### src/rtl/legacy_region_decoder.sv
module legacy_region_decoder #(
  parameter int ADDR_W = 32,
  parameter logic [ADDR_W-1:0] DRAM_TOP = ADDR_W'(32'h0800_0000)
) (
  input  logic              clk,
  input  logic              rst_n,
  input  logic              cfg_we,
  input  logic [7:0]        cfg_addr,
  input  logic [7:0]        cfg_wdata,
  input  logic              smm_active,
  input  logic [ADDR_W-1:0] acc_addr,
  input  logic              acc_write,
  output logic              to_dram,
  output logic              wr_blocked
);
  localparam int          ATTR_BYTES = 7;
  localparam logic [7:0]  ATTR_BASE  = 8'h59;
  localparam logic [7:0]  ATTR_LAST  = ATTR_BASE + 8'(ATTR_BYTES - 1);
  localparam logic [7:0]  SMR_REG    = 8'h72;
  localparam logic [7:0]  SMR_RST    = 8'h02;
  localparam logic [ADDR_W-1:0] SMR_LO  = ADDR_W'(32'h000A_0000);
  localparam logic [ADDR_W-1:0] SEG_LO  = ADDR_W'(32'h000C_0000);
  localparam logic [ADDR_W-1:0] TOP_LO  = ADDR_W'(32'h000F_0000);
  localparam logic [ADDR_W-1:0] LEG_END = ADDR_W'(32'h0010_0000);

  logic [7:0] attr_q [ATTR_BYTES];
  logic [7:0] smr_q;

  wire       attr_hit = cfg_we && (cfg_addr >= ATTR_BASE) && (cfg_addr <= ATTR_LAST);
  wire [7:0] attr_off = cfg_addr - ATTR_BASE;

  always_ff @(posedge clk) begin
    if (!rst_n) begin
      for (int k = 0; k < ATTR_BYTES; k++) attr_q[k] <= 8'h00;
      smr_q <= SMR_RST;
    end else begin
      if (attr_hit) attr_q[attr_off[2:0]] <= cfg_wdata;
      if (cfg_we && cfg_addr == SMR_REG) smr_q <= cfg_wdata;
    end
  end

  wire in_smr = (acc_addr >= SMR_LO) && (acc_addr < SEG_LO);
  wire in_seg = (acc_addr >= SEG_LO) && (acc_addr < TOP_LO);
  wire in_top = (acc_addr >= TOP_LO) && (acc_addr < LEG_END);

  wire [3:0] seg_idx  = acc_addr[17:14];
  wire [2:0] seg_byte = 3'(seg_idx[3:1]) + 3'd1;

  logic [7:0] seg_reg;
  logic [1:0] attr;
  always_comb begin
    seg_reg = attr_q[seg_byte];
    if (in_top)          attr = attr_q[0][5:4];
    else if (seg_idx[0]) attr = seg_reg[5:4];
    else                 attr = seg_reg[1:0];
  end

  wire smr_open = (smm_active && smr_q[3]) || smr_q[6];

  always_comb begin
    wr_blocked = 1'b0;
    if (in_top || in_seg) begin
      to_dram    = attr[0];
      wr_blocked = acc_write && (attr == 2'd1);
    end else if (in_smr) begin
      to_dram = smr_open;
    end else begin
      to_dram = acc_addr < DRAM_TOP;
    end
  end
endmodule

### config.mk
export PLATFORM = sky130hd
export DESIGN_NAME = legacy_region_decoder
export DESIGN_NICKNAME = d
export VERILOG_FILES = /design/src/rtl/legacy_region_decoder.sv
export SDC_FILE = /design/constraint.sdc
export NUM_CORES = 1
export LEC_CHECK = 0
export ABC_AREA = 1
export BUFFER_PORTS_ARGS = -buffer_cell sky130_fd_sc_hd__buf_2
export CAP_MARGIN = 25
export CORE_UTILIZATION = 40
export CTS_CLUSTER_DIAMETER = 80
export DETAILED_ROUTE_END_ITERATION = 10
export GPL_TIMING_DRIVEN = 0
export PLACE_DENSITY = 0.77
export SYNTH_ARGS = -nofsm -noshare
export SYNTH_HDL_FRONTEND = slang
export SYNTH_SLANG_ARGS = --single-unit
export TNS_END_PERCENT = 20
### constraint.sdc
create_clock -name clk -period 2 [get_ports clk]
set_input_delay 0.4 -clock clk [delete_from_list [all_inputs] [get_ports clk]]
set_output_delay 0.4 -clock clk [all_outputs]
set_load 0.005 [all_outputs]
# Word-level counts from Yosys, hierarchy flattened
# Memories as Yosys holds them, arrays and structs flattened.
# Index checks and enable logic that the tools add are counted.
# word_totals
register_bits,7
mem_bits_rw,56
in_bits,53
output_inout_bits,2
wordCells,38
mem_count,1
# op_classes
add_sub_neg,2
magnitude_cmp,9
n_eq_ne,2
mux,12
n_reduce_logical,11
# memory_table
name,depth,width,read_ports,rd_clocked_by_memory_dff,write_ports,line,source
attr_q,7,8,2,0,7,26,logic [7:0] attr_q [ATTR_BYTES];
# ops
op,count
$ge A32 B20 Y1 const B,3
$lt A32 B20 Y1 const B,2
$lt A32 B21 Y1 const B,1
$lt A32 B28 Y1 const B,1
$eq A8 B7 Y1 const B,1
$ge A8 B7 Y1 const B,1
$le A8 B7 Y1 const B,1
$logic_and A1 B1 Y1,8
$mux W1,8
$mux W8,1
$reduce_or A8 Y1,1
$mux W2,2
$add A3 B1 Y3 const B,1
$mux W3,1
$sub A3 B1 Y3 const B,1
$eq A2 B1 Y1 const B,1
$logic_or A1 B1 Y1,2

# Depth between registers and ports, before layout
# logic_depth
ltp_word,8
mapped_depth,12
mapped_depth_nobuf,11

# Worst setup path after synthesis
# No wires, ideal clock.
# synth_timing
path_kind,input to output
from,input acc_addr[15]
to,output wr_blocked
arrival_time_ps,1641
required_time_ps,1600
setup_slack_ps,-41
stages,10
n_path_buf,2
cell_sequence,inv_1 -> buf_2 -> ha_1 -> clkbuf_1 -> o211ai_1 -> nand3_1 -> nand3_1 -> nand3_1 -> nand2_1 -> nor2_1
# synth_via
elab_chain_cells,7
word_cells_on_any_way,14
cone_classes,1 x add/sub; 4 x order compare; 1 x eq/ne; 3 x mux; 4 x reduce/logical; 1 x memory
# synth_lines
item,line,source
"start, declared",11,"input logic [ADDR_W-1:0] acc_addr,"
$add A3 B1 Y3,47,wire [2:0] seg_byte = 3'(seg_idx[3:1]) + 3'd1;
$mem_v2 Z7 W8,n/a,
$mux W2,54,else if (seg_idx[0]) attr = seg_reg[5:4];
$mux W2,53,if (in_top) attr = attr_q[0][5:4];
$eq A2 B1 Y1,64,wr_blocked = acc_write && (attr == 2'd1);
$logic_and A1 B1 Y1,64,
$mux W1 (*),62,if (in_top || in_seg) begin
"end, declared",14,output logic wr_blocked
# Every way passes the cells marked *; elsewhere a longest branch is shown, timed or not.

# Final worst setup path
# layout_timing
from,input acc_addr[16]
to,output wr_blocked
# Same word-level chain as after synthesis.

==> key figures <==
Finish
  • Post-layout net count: 365
  • Design area: 2450 um2
  • Non-filler instance count after layout: 375
  • Most frequent cells in the layout: nor2_1 (70), nand2_1 (57), buf_2 (40), inv_1 (32), edfxtp_1 (28)
  • Commonest non-fill, non-tap cell in the layout: nor2_1
  • Layout cells sized above 1: 23.1%
  • Area grow syn2layout: 23.7%
  • Diodes inserted: 0

Place
  • HPWL Detailed: 3090 um
  • Port bufs: 38
  • Placed insts: 365
  • Gp weighted congestion: 0.781
  • Placed Area: 2260 um2

Floorplan
  • Initial Util: 41.7%
  • I/O pin count: 55
  • Core Area: 4750 um2
  • Die ar.: 5240 um2
  • Row cnt: 25
  • Die Ht: 72.4 um
  • Die X: 72.4 um

Synth
  • Mapped Avg Cell Area: 7.62 um2
  • Synth Instances: 260
  • Synth cell types: 22
  • Sequential area share after synthesis: 48.5%
  • Synthesized Nets: 318
  • Netlist area before placement: 1980 um2
  • FF+latch count, synth: 34
  • Ys Warns: 0

Timing
  • Maximum clock frequency: 483 MHz
  • Finish-stage setup viols: 2
  • Final setup margin: -0.0701 ns
  • Final hold slack: 0.341 ns
  • Endpoints failing hold: 0
  • Rel. slew slack: 77.4%
  • Slew @ Worst Pin: 0.337 ns
  • Clk_skew: 0 ns
  • Pins Over Slew Limit: 0
  • Fin Setup TNS: -0.100 ns
  • Crit path time final: 2.07 ns
  • RSZ-0062 raised after global routing: true
  • Final worst path period share: 104%

Detailed routing
  • ANT nets after route: 0
  • Vias: 1693
  • WL final: 3950 um
  • DRT iter0 DRCs: 69
  • Avg WL per Cell: 10.5 um
  • Via density per instance: 4.51
  • Drt first pass iters: 5
  • DRC viols: 0

GRT
  • First-pass GRT wire length: 6410 um
  • Initial antenna violation count: 0
  • Tot GR Track Use: 16.4%
  • Gr ovfl total: 0
  • Vias in the first global route: 1507
  • Largest net degree at the start of global routing: 11

Clocking
  • CTS Buf Count: 5
  • H-tree depth: 2
  • Clk_lat worst skew: 0.28 ns
  • Clock sinks: 34
  • Hold-fix buffers at CTS: 0
  • Clock-pin slew on the worst setup and hold paths: 0.06 ns
  • CTS tree: done
  • Clk buf depth: 2
  • Root buf cell: clkbuf_8

Worst setup path
  • Max FO, Critical Path: 5
  • Crit end category: output pin
  • WS Path Type: in -> out
  • Arr. time, crit path: 1.67 ns
  • Critical Path RT: 1.60 ns
  • CP Launch Type: input port

Power
  • Pleak: 1.11 nW
  • Power Total: 1.60 mW
  • Maximum VDD drop: 0.232 mV
  • Power per cell area: 652 nW/um2

Run status
  • Failing checks: setup timing
  • Status: complete, but fails checks

Job
  • Max-Cap Viols: 0

Min path
  • Worst hold path class: in -> reg
[worst max-delay path, stage by stage]
cell     delay [ns]
buf_2          0.13
ha_1           0.22
xnor2_2        0.25
inv_1          0.14
nand3_1        0.11
nand3_1        0.07
nand3_1        0.08
nand2_1        0.07
nor2_1         0.09
buf_2          0.11
[path summary, 6_finish.rpt]
path	slack, ns	from	end	cells past startpoint
hold reg to reg	0.56	attr_q[6][5]	attr_q[6][5]	4
setup reg to reg	1.33	smr_q[6]	smr_q[6]	2
setup / recovery	-0.07	acc_addr[16]	wr_blocked	10
hold / removal	0.34	cfg_wdata[3]	smr_q[3]	3
[cell type report]
cell class | count | area [um2]
plain buffers | 4 | 28.8
flip-flops and latches | 34 | 961
clock buffers | 8 | 110
repair buffers | 41 | 229
inverters | 35 | 135
well taps | 67 | 83.8
fillers | 476 | 2300
multi-input cells | 186 | 902
[layer usage]
metal | wire length (um) | vias up | track usage, %
met1 | 1760 | 726 | 17.8
met2 | 1900 | 51 | 29.7
met5 | 0 | - | 0
li1 | - | 910 | -
met4 | 82 | 0 | 8.50
met3 | 206 | 6 | 3.61
[timing repair]
action,4_1_cts,5_1_grt
setup buffers,2,0
gates cloned,1,0
hold endpoints to repair,0,0
resized for setup,15,5
setup endpoints to repair,2,15
pin swaps,7,0
[metrics by stage]
stage	worst slack, ns	utilization [%]
3_3_place_gp	-0.394	47.4
2_1_floorplan	0.0182	-
6_report	-0.0701	51.5
4_1_cts	-0.0585	51.3
5_1_grt	-0.176	51.5
3_5_place_dp	-0.407	47.4
[where the power goes]
part	internal, mW	switching [mW]	total, mW
sequential	0.789	0.00771	0.796
clock	0.347	0.232	0.579
combinational	0.0958	0.125	0.221
total	1.23	0.365	1.60
[cells in the mapped netlist]
master	instances	area share [%]
a21oi_1	2	0.51
and2_1	1	0.32
buf_2	4	1.0
clkbuf_1	1	0.19
dfxtp_1	6	6.1
edfxtp_1	28	42
ha_1	5	3.2
inv_1	35	6.6
nand2_1	59	11
nand2_2	1	0.32
nand3_1	24	6.1
nand3_4	2	1.8
nand4_1	1	0.32
nor2_1	73	14
nor2_2	1	0.32
nor2_4	3	1.7
nor3_1	2	0.51
o211ai_1	1	0.38
o21a_1	1	0.38
o21ai_0	7	1.8
o21ai_1	1	0.25
xnor2_1	2	0.88
[logic make-up (layout without fill, tap and decap cells)]
kind of cell	count (synthesis)	count (layout)	synth area share, %
flip-flops	34	34	48.5
adder cells (fa/ha/maj)	5	5	3.16
AND/OR/NAND/NOR	167	167	36.3
buffers and inverters	40	88	7.83
AO/OA/AOI/OAI	12	12	3.28
XOR/XNOR	2	2	0.885
[state kept, by name, summed over array words and instances (netlist names)]
register / flops
smr_q: 2
attr_q: 32
(Power assumes the default switching activity.)
